<file path="src/rtl/ref_frame_pkg.sv">
package ref_frame_pkg;

    localparam int SYNC_W = 32;
    localparam int SAMP_W = 8;
    localparam int CRC_W  = 24;

    localparam logic [7:0]        SYNC_A    = 8'hF6;
    localparam logic [7:0]        SYNC_B    = 8'h28;
    localparam logic [SYNC_W-1:0] SYNC_WORD = {SYNC_A, SYNC_A, SYNC_B, SYNC_B};

    localparam logic [CRC_W-1:0] CRC_POLY = 24'h864CFB;
    localparam logic [CRC_W-1:0] CRC_INIT = 24'hB704CE;

    typedef enum logic [1:0] {
        CK_HUNT   = 2'd0,
        CK_VERIFY = 2'd1,
        CK_LOCKED = 2'd2
    } chk_state_e;

endpackage

</file>
<file path="src/rtl/ref_crc24.sv">
module ref_crc24
    import ref_frame_pkg::*;
#(
    parameter int W = 112
) (
    input  logic [W-1:0]     msg_i,
    output logic [CRC_W-1:0] crc_o
);

    logic [CRC_W-1:0] crc_v;
    logic             fb;

    // Bitwise serial CRC, MSB of the message first, unrolled over W bits
    always_comb begin
        crc_v = CRC_INIT;
        fb    = 1'b0;
        for (int i = W - 1; i >= 0; i--) begin
            fb    = crc_v[CRC_W-1] ^ msg_i[i];
            crc_v = {crc_v[CRC_W-2:0], 1'b0};
            if (fb) begin
                crc_v = crc_v ^ CRC_POLY;
            end
        end
        crc_o = crc_v;
    end

endmodule

</file>
<file path="src/rtl/ref_frame_build.sv">
module ref_frame_build
    import ref_frame_pkg::*;
#(
    parameter int NLANE  = 10,
    parameter int DATA_W = 64,
    parameter int CTRL_W = 4,
    localparam int UNIT_W  = DATA_W + CTRL_W,
    localparam int BODY_W  = SYNC_W + SAMP_W * NLANE,
    localparam int FRAME_W = BODY_W + CRC_W
) (
    input  logic                    clk,
    input  logic                    rst_n,
    input  logic [NLANE*UNIT_W-1:0] lane_words_i,
    input  logic                    unit_valid_i,
    input  logic                    take_i,
    output logic                    hold_v_o,
    output logic [FRAME_W-1:0]      hold_frame_o
);

    typedef struct packed {
        logic               phase;
        logic               hold_v;
        logic [FRAME_W-1:0] frame;
    } bld_t;

    bld_t s_d, s_q;

    logic [BODY_W-1:0] body;
    logic [CRC_W-1:0]  body_crc;
    logic              ctl_unused;

    assign body[BODY_W-1 -: SYNC_W] = SYNC_WORD;

    // Sample bytes in lane order directly after the sync pattern
    for (genvar n = 0; n < NLANE; n++) begin : g_sample
        assign body[BODY_W-SYNC_W-1-SAMP_W*n -: SAMP_W] =
            lane_words_i[n*UNIT_W + DATA_W - 1 -: SAMP_W];
    end

    assign ctl_unused = ^lane_words_i;

    ref_crc24 #(.W(BODY_W)) u_crc (
        .msg_i (body),
        .crc_o (body_crc)
    );

    always_comb begin
        s_d = s_q;
        if (take_i) begin
            s_d.hold_v = 1'b0;
        end
        if (unit_valid_i) begin
            if (!s_q.phase) begin
                s_d.hold_v = 1'b1;
                s_d.frame  = {body, body_crc};
            end
            s_d.phase = ~s_q.phase;
        end
    end

    always_ff @(posedge clk) begin
        if (!rst_n) begin
            s_q <= '0;
        end else begin
            s_q <= s_d;
        end
    end

    assign hold_v_o     = s_q.hold_v;
    assign hold_frame_o = s_q.frame;

    logic phase_q;
    assign phase_q = s_q.phase;


    phase_toggle_chk: assert property (@(posedge clk) disable iff (!rst_n)
        unit_valid_i |=> (phase_q != $past(phase_q)));


    hold_fill_chk: assert property (@(posedge clk) disable iff (!rst_n)
        (unit_valid_i && !phase_q) |=> hold_v_o);

endmodule

</file>
<file path="src/rtl/ref_frame_shift.sv">
module ref_frame_shift
    import ref_frame_pkg::*;
#(
    parameter int FRAME_W = 136,
    localparam int CNT_W = $clog2(FRAME_W + 1)
) (
    input  logic               clk,
    input  logic               rst_n,
    input  logic               hold_v_i,
    input  logic [FRAME_W-1:0] hold_frame_i,
    output logic               take_o,
    output logic               ser_bit_o,
    output logic               ser_valid_o
);

    typedef struct packed {
        logic [FRAME_W-1:0] sh;
        logic [CNT_W-1:0]   cnt;
    } shf_t;

    shf_t s_d, s_q;

    // Reload on the clock that sends the last bit, so frames abut
    assign take_o = hold_v_i && (s_q.cnt <= CNT_W'(1));

    always_comb begin
        s_d = s_q;
        if (take_o) begin
            s_d.sh  = hold_frame_i;
            s_d.cnt = CNT_W'(FRAME_W);
        end else if (s_q.cnt != '0) begin
            s_d.sh  = {s_q.sh[FRAME_W-2:0], 1'b0};
            s_d.cnt = s_q.cnt - CNT_W'(1);
        end
    end

    always_ff @(posedge clk) begin
        if (!rst_n) begin
            s_q <= '0;
        end else begin
            s_q <= s_d;
        end
    end

    assign ser_bit_o   = s_q.sh[FRAME_W-1];
    assign ser_valid_o = (s_q.cnt != '0);

    logic [CNT_W-1:0]  cnt_q;
    logic [SYNC_W-1:0] head_q;
    assign cnt_q  = s_q.cnt;
    assign head_q = s_q.sh[FRAME_W-1 -: SYNC_W];


    busy_no_reload_chk: assert property (@(posedge clk) disable iff (!rst_n)
        (cnt_q > CNT_W'(1)) |=> (cnt_q == $past(cnt_q) - CNT_W'(1)));


    frame_head_chk: assert property (@(posedge clk) disable iff (!rst_n)
        take_o |=> (head_q == SYNC_WORD && ser_valid_o));

endmodule

</file>
<file path="src/rtl/ref_frame_check.sv">
module ref_frame_check
    import ref_frame_pkg::*;
#(
    parameter int FRAME_W    = 136,
    parameter int LOCK_GOOD  = 2,
    parameter int UNLOCK_BAD = 4,
    localparam int BODY_W = FRAME_W - CRC_W,
    localparam int PW     = $clog2(FRAME_W),
    localparam int GW     = $clog2(LOCK_GOOD + 1),
    localparam int BW     = $clog2(UNLOCK_BAD + 1)
) (
    input  logic clk,
    input  logic rst_n,
    input  logic bit_i,
    input  logic valid_i,
    output logic lock_o,
    output logic good_o,
    output logic bad_o
);

    localparam logic [GW-1:0] GOOD_N = GW'(LOCK_GOOD);
    localparam logic [BW-1:0] BAD_N  = BW'(UNLOCK_BAD);
    localparam logic [PW-1:0] LAST_P = PW'(FRAME_W - 1);

    typedef struct packed {
        chk_state_e         st;
        logic [FRAME_W-1:0] win;
        logic [PW-1:0]      pos;
        logic [GW-1:0]      gcnt;
        logic [BW-1:0]      bcnt;
        logic               lock;
        logic               good;
        logic               bad;
    } chk_t;

    chk_t s_d, s_q;

    logic [FRAME_W-1:0] win_n;
    logic [CRC_W-1:0]   win_crc;
    logic               frame_ok;
    logic [GW-1:0]      gcnt_inc;
    logic [BW-1:0]      bcnt_inc;

    assign win_n    = {s_q.win[FRAME_W-2:0], bit_i};
    assign gcnt_inc = s_q.gcnt + GW'(1);
    assign bcnt_inc = s_q.bcnt + BW'(1);

    ref_crc24 #(.W(BODY_W)) u_crc (
        .msg_i (win_n[FRAME_W-1:CRC_W]),
        .crc_o (win_crc)
    );

    assign frame_ok = (win_n[FRAME_W-1 -: SYNC_W] == SYNC_WORD) &&
                      (win_crc == win_n[CRC_W-1:0]);

    always_comb begin
        s_d      = s_q;
        s_d.good = 1'b0;
        s_d.bad  = 1'b0;
        if (valid_i) begin
            s_d.win = win_n;
            unique case (s_q.st)
                CK_HUNT: begin
                    if (frame_ok) begin
                        s_d.good = 1'b1;
                        s_d.pos  = '0;
                        s_d.gcnt = GW'(1);
                        if (GW'(1) >= GOOD_N) begin
                            s_d.st   = CK_LOCKED;
                            s_d.lock = 1'b1;
                            s_d.bcnt = '0;
                        end else begin
                            s_d.st = CK_VERIFY;
                        end
                    end
                end
                CK_VERIFY, CK_LOCKED: begin
                    if (s_q.pos == LAST_P) begin
                        s_d.pos = '0;
                        if (frame_ok) begin
                            s_d.good = 1'b1;
                            s_d.bcnt = '0;
                            if (s_q.st == CK_VERIFY) begin
                                s_d.gcnt = gcnt_inc;
                                if (gcnt_inc >= GOOD_N) begin
                                    s_d.st   = CK_LOCKED;
                                    s_d.lock = 1'b1;
                                end
                            end
                        end else begin
                            s_d.bad = 1'b1;
                            if (s_q.st == CK_VERIFY) begin
                                s_d.st   = CK_HUNT;
                                s_d.gcnt = '0;
                            end else if (bcnt_inc >= BAD_N) begin
                                s_d.st   = CK_HUNT;
                                s_d.lock = 1'b0;
                                s_d.bcnt = '0;
                                s_d.gcnt = '0;
                            end else begin
                                s_d.bcnt = bcnt_inc;
                            end
                        end
                    end else begin
                        s_d.pos = s_q.pos + PW'(1);
                    end
                end
                default: begin
                    s_d.st = CK_HUNT;
                end
            endcase
        end
    end

    always_ff @(posedge clk) begin
        if (!rst_n) begin
            s_q <= '0;
        end else begin
            s_q <= s_d;
        end
    end

    assign lock_o = s_q.lock;
    assign good_o = s_q.good;
    assign bad_o  = s_q.bad;


    lock_rise_chk: assert property (@(posedge clk) disable iff (!rst_n)
        $rose(lock_o) |-> good_o);


    lock_fall_chk: assert property (@(posedge clk) disable iff (!rst_n)
        $fell(lock_o) |-> bad_o);


    pulse_excl_chk: assert property (@(posedge clk) disable iff (!rst_n)
        !(good_o && bad_o));


    idle_quiet_chk: assert property (@(posedge clk) disable iff (!rst_n)
        !valid_i |=> (!good_o && !bad_o && $stable(lock_o)));

endmodule

</file>
<file path="src/rtl/deskew_ref_gen.sv">
module deskew_ref_gen
    import ref_frame_pkg::*;
#(
    parameter int NLANE      = 10,
    parameter int DATA_W     = 64,
    parameter int CTRL_W     = 4,
    parameter int LOCK_GOOD  = 2,
    parameter int UNLOCK_BAD = 4,
    localparam int UNIT_W  = DATA_W + CTRL_W,
    localparam int FRAME_W = SYNC_W + SAMP_W * NLANE + CRC_W
) (
    input  logic                    clk,
    input  logic                    rst_n,
    input  logic [NLANE*UNIT_W-1:0] lane_words_i,
    input  logic                    unit_valid_i,
    output logic                    ser_bit_o,
    output logic                    ser_valid_o,
    input  logic                    chk_bit_i,
    input  logic                    chk_valid_i,
    output logic                    chk_lock_o,
    output logic                    chk_good_o,
    output logic                    chk_bad_o
);

    logic               hold_v;
    logic [FRAME_W-1:0] hold_frame;
    logic               take;

    ref_frame_build #(
        .NLANE  (NLANE),
        .DATA_W (DATA_W),
        .CTRL_W (CTRL_W)
    ) u_build (
        .clk          (clk),
        .rst_n        (rst_n),
        .lane_words_i (lane_words_i),
        .unit_valid_i (unit_valid_i),
        .take_i       (take),
        .hold_v_o     (hold_v),
        .hold_frame_o (hold_frame)
    );

    ref_frame_shift #(
        .FRAME_W (FRAME_W)
    ) u_shift (
        .clk          (clk),
        .rst_n        (rst_n),
        .hold_v_i     (hold_v),
        .hold_frame_i (hold_frame),
        .take_o       (take),
        .ser_bit_o    (ser_bit_o),
        .ser_valid_o  (ser_valid_o)
    );

    ref_frame_check #(
        .FRAME_W    (FRAME_W),
        .LOCK_GOOD  (LOCK_GOOD),
        .UNLOCK_BAD (UNLOCK_BAD)
    ) u_check (
        .clk     (clk),
        .rst_n   (rst_n),
        .bit_i   (chk_bit_i),
        .valid_i (chk_valid_i),
        .lock_o  (chk_lock_o),
        .good_o  (chk_good_o),
        .bad_o   (chk_bad_o)
    );


    reset_quiet_chk: assert property (@(posedge clk)
        $past(!rst_n) |-> (!ser_valid_o && !chk_lock_o && !chk_good_o && !chk_bad_o));

endmodule

</file>
<file path="config.mk">
export PLATFORM = sky130hd
export DESIGN_NAME = deskew_ref_gen
export DESIGN_NICKNAME = d
export VERILOG_FILES = /design/src/rtl/ref_frame_pkg.sv /design/src/rtl/ref_crc24.sv /design/src/rtl/ref_frame_build.sv /design/src/rtl/ref_frame_shift.sv /design/src/rtl/ref_frame_check.sv /design/src/rtl/deskew_ref_gen.sv
export SDC_FILE = /design/constraint.sdc
export NUM_CORES = 2
export LEC_CHECK = 0
export BUFFER_PORTS_ARGS = -buffer_cell sky130_fd_sc_hd__buf_4
export CELL_PAD_IN_SITES_DETAIL_PLACEMENT = 0
export CELL_PAD_IN_SITES_GLOBAL_PLACEMENT = 2
export CORE_MARGIN = 2
export CORE_UTILIZATION = 37
export DETAILED_ROUTE_END_ITERATION = 10
export PLACE_DENSITY = 0.93
export SETUP_SLACK_MARGIN = 0.1
export SLEW_MARGIN = 25
export SYNTH_ARGS = -nofsm -noshare
export SYNTH_HDL_FRONTEND = slang
export SYNTH_SLANG_ARGS = --single-unit
</file>
<file path="constraint.sdc">
create_clock -name clk -period 14 [get_ports clk]
set_input_delay 0.7 -clock clk [delete_from_list [all_inputs] [get_ports clk]]
set_output_delay 0.7 -clock clk [all_outputs]
set_load 0.05 [all_outputs]
</file>
==> impl_results.md <==
- Setup Skew: 0.0775 ns
- Cell Area, Placed: 37300 sq um
- Die Wd: 312 microns
- CP endpoint kind: register
- First-pass GRT wire length: 132 mm
- Post-DRT Antenna Nets: 0
- Mapped Cells: 3281
- Critical Path AT: 13.77 ns
- Final wirelength: 83.7 mm
- Ports: 690
- CTS Root Cell: clkbuf_16
- Vias per std cell: 4.90
- Clock Path Buffers: 3
- RSZ-0062 raised after global routing: no
- Worst path required time: 14.54 ns
- Worst setup SP type: register
- # hold bufs at CTS: 0
- Multi-input gate area: 26400 sq um
- Slowest stage cell, crit path: xnor3_1
- Top cell by count, worst path: xnor3_1
- All-Layer GR Usage: 17.0%
- #FFs+latches synth: 404
- H-tree levels: 2
- Hold Crit Depth: 3
- Yosys top cell by area: dfxtp_1
- Max Fclk: 75.6 MHz
- Vias in the first global route: 22723
- Fin. Hold Viols: 0
- Rows: 113
- Starting Density: 37.2%
- Die area: 97500 sq um
- CTS clk-pin slew, worst paths: 0.06 ns
- Worst-Margin Slew: 0.992 ns
- Setup TNS: 0 ns
- Yosys cell types: 56
- Dpl hpwl: 61.9 mm
- Reg2reg path depth: 30
- Post-synth EDFFs: 0
- R2R setup slack: 0.77 ns
- Max_slew headroom: 33.9%
- Grt total ovfl: 0
- CP peak stage delay: 0.67 ns
- CTS sink count: 404
- Final worst path period share: 94.5%
- Core area: 94600 sq um
- Post-CTS Repair Setup Buffers: 0
- Hold slack: 0.293 ns
- Max-cap viol count: 0
- Most common cell in the netlist: xnor2_1
- Register area share after synthesis: 23.0%
- Initial antenna violation count: 2
- DR iter-0 viols: 1498
- Period minus WS final: 13.23 ns
- FF-to-FF End: u_check.s_q[10]$_SDFFE_PN0P_
- Mapped cell area: 35100 sq um
- First drt pass iteration count: 5
- CTS tree: built
- Per-cell routed wire length: 18.1 microns
- Crit Path Class: reg2reg
- Hold WC Path Type: in2reg
- Cts bufs inserted: 52
- Die span in y: 312 microns
- YS warnings: 0
- Synthesized area per cell: 10.7 sq um
- Sequential cell area: 8090 sq um
- Worst-Skew Late Latency: 0.67 ns
- Final setup vio count: 0
- Routability cong.: 0.908
- Post-CTS resize count: 0
- Antenna diodes: 0
- Worst Hold End: u_build.hold_frame_o[77]$_SDFFE_PN0P_
- Max Slew Vio Count: 0
- Critical path peak fanout: 9
- Synth area leaders: dfxtp_1 23%, xnor3_1 23%, xnor2_1 17%, xor2_1 6.0%, nand2_1 5.0%
- HP Start: lane_words_i[265]
- Synth cell count leaders: 690 x xnor2_1, 469 x nand2_1, 404 x dfxtp_1
- P&R area growth vs syn: 11.6%
- Synth async-reset ratio: 0%
- Fillcell total: 9127
- Residual DRC: 0
- PortBufs: 89
- Via count: 22694
- Final #Nets: 4020
- Largest net degree at the start of global routing: 165
- Post-route cell area: 39200 sq um
- Synth Flop Type: dfxtp_1
- Outcome: finished clean
- Worst r2r src: u_check.s_q[143]$_SDFFE_PN0P_
- Share of cells above drive strength 1: 10.4%
- Share of the synthesized area in the top cell type: 23.0%
- Synth Net Count: 3976
[area by class of cell]
cell class | count | area share (%)
Multi-Input combinational cell | 2694 | 67.2
Sequential cell | 404 | 20.6
Inverter | 16 | 0.179
Clock inverter | 30 | 1.30
Clock buffer | 65 | 3.62
Timing Repair Buffer | 157 | 3.07
Tap cell | 1265 | 4.03
[metal layers]
metal / vias up / track usage (%) / wire length, microns
li1: 11102 / - / -
met1: 11006 / 23.4 / 38600
met2: 457 / 27.7 / 38700
met3: 125 / 2.83 / 4260
met4: 4 / 4.60 / 2040
met5: - / 0 / 23
[registers in the layout, indices dropped and copies added, names as in the netlist]
| signal | cells |
|---|---|
| u_build.hold_frame_o | 105 |
| u_build.hold_v_o | 1 |
| u_build.phase_q | 1 |
| u_check.bad_o | 1 |
| u_check.good_o | 1 |
| u_check.lock_o | 1 |
| u_check.s_q | 150 |
| u_shift.cnt_q | 8 |
| u_shift.head_q | 31 |
| u_shift.s_q | 104 |
| u_shift.ser_bit_o | 1 |
[cells in the final DEF (no fill, tap or decap), types with 5 or more instances in the layout]
cell / netlist / final
clkbuf_16: 0 / 52
nor4_1: 5 / 5
ha_1: 10 / 10
dfxtp_1: 404 / 404
nand2_1: 469 / 468
xnor2_1: 690 / 690
mux2i_1: 139 / 139
clkbuf_8: 0 / 7
nor2_1: 274 / 274
nand3_1: 13 / 13
or3_1: 7 / 7
xor2_2: 13 / 13
a31oi_1: 17 / 17
clkbuf_1: 121 / 6
clkinv_2: 0 / 7
buf_4: 6 / 154
a21oi_1: 125 / 125
xor2_1: 239 / 239
o211a_1: 6 / 6
xnor3_2: 23 / 23
xnor2_2: 40 / 40
a311oi_1: 103 / 103
xor3_2: 6 / 6
xnor2_4: 9 / 9
and3_1: 8 / 8
a31o_1: 5 / 5
inv_1: 15 / 14
xor3_1: 67 / 67
o21ai_1: 8 / 7
xnor3_1: 357 / 357
a211oi_1: 12 / 12
bufinv_16: 0 / 10
nor3_1: 6 / 6
o21ai_0: 7 / 7
[how the worst max path moves through the flow]
stage	from	slack, ns	end	depth (start not counted)
final	u_check.s_q[143]$_SDFFE_PN0P_	0.77	u_check.s_q[10]$_SDFFE_PN0P_	30
after global routing	u_check.s_q[143]$_SDFFE_PN0P_	0.26	u_check.s_q[10]$_SDFFE_PN0P_	31
after floorplan	u_check.s_q[149]$_SDFFE_PN0P_	2.00	u_check.s_q[10]$_SDFFE_PN0P_	33
after global placement	u_check.s_q[143]$_SDFFE_PN0P_	0.94	u_check.s_q[10]$_SDFFE_PN0P_	31
after CTS	u_check.s_q[143]$_SDFFE_PN0P_	0.79	u_check.s_q[10]$_SDFFE_PN0P_	30
after detailed placement	u_check.s_q[143]$_SDFFE_PN0P_	0.81	u_check.s_q[10]$_SDFFE_PN0P_	31
[kinds of logic after synthesis]
group                      synth area share (%)
xor gates and xnor gates                   55.8
and+or+nand+nor                            9.15
DFF                                        23.0
AOI/OAI and AO/OA                          5.62
buffers and inverters                      2.10
muxes                                      3.99
adders and majority gates                 0.356
[stage by stage]
stage / instances / utilization, % / worst slack [ns]
final: 4631 / 41.5 / 0.768
after CTS: 4630 / 41.4 / 0.786
after floorplan: 3281 / - / 2.00
after global routing: 4631 / 41.5 / 0.261
after global placement: 4535 / 39.4 / 0.942
after detailed placement: 4535 / 39.4 / 0.812
[worst max-delay path: cells and delay by family, from the launching register on]
family                    cells  cell delay [ns]
AOI/OAI and AO/OA             3             0.64
DFF                           1             0.64
and+or+nand+nor               4             1.18
xor gates and xnor gates     23            10.67
Power is not shown: default switching activity piles up to over one toggle a cycle in this logic, so the estimate is an artifact.
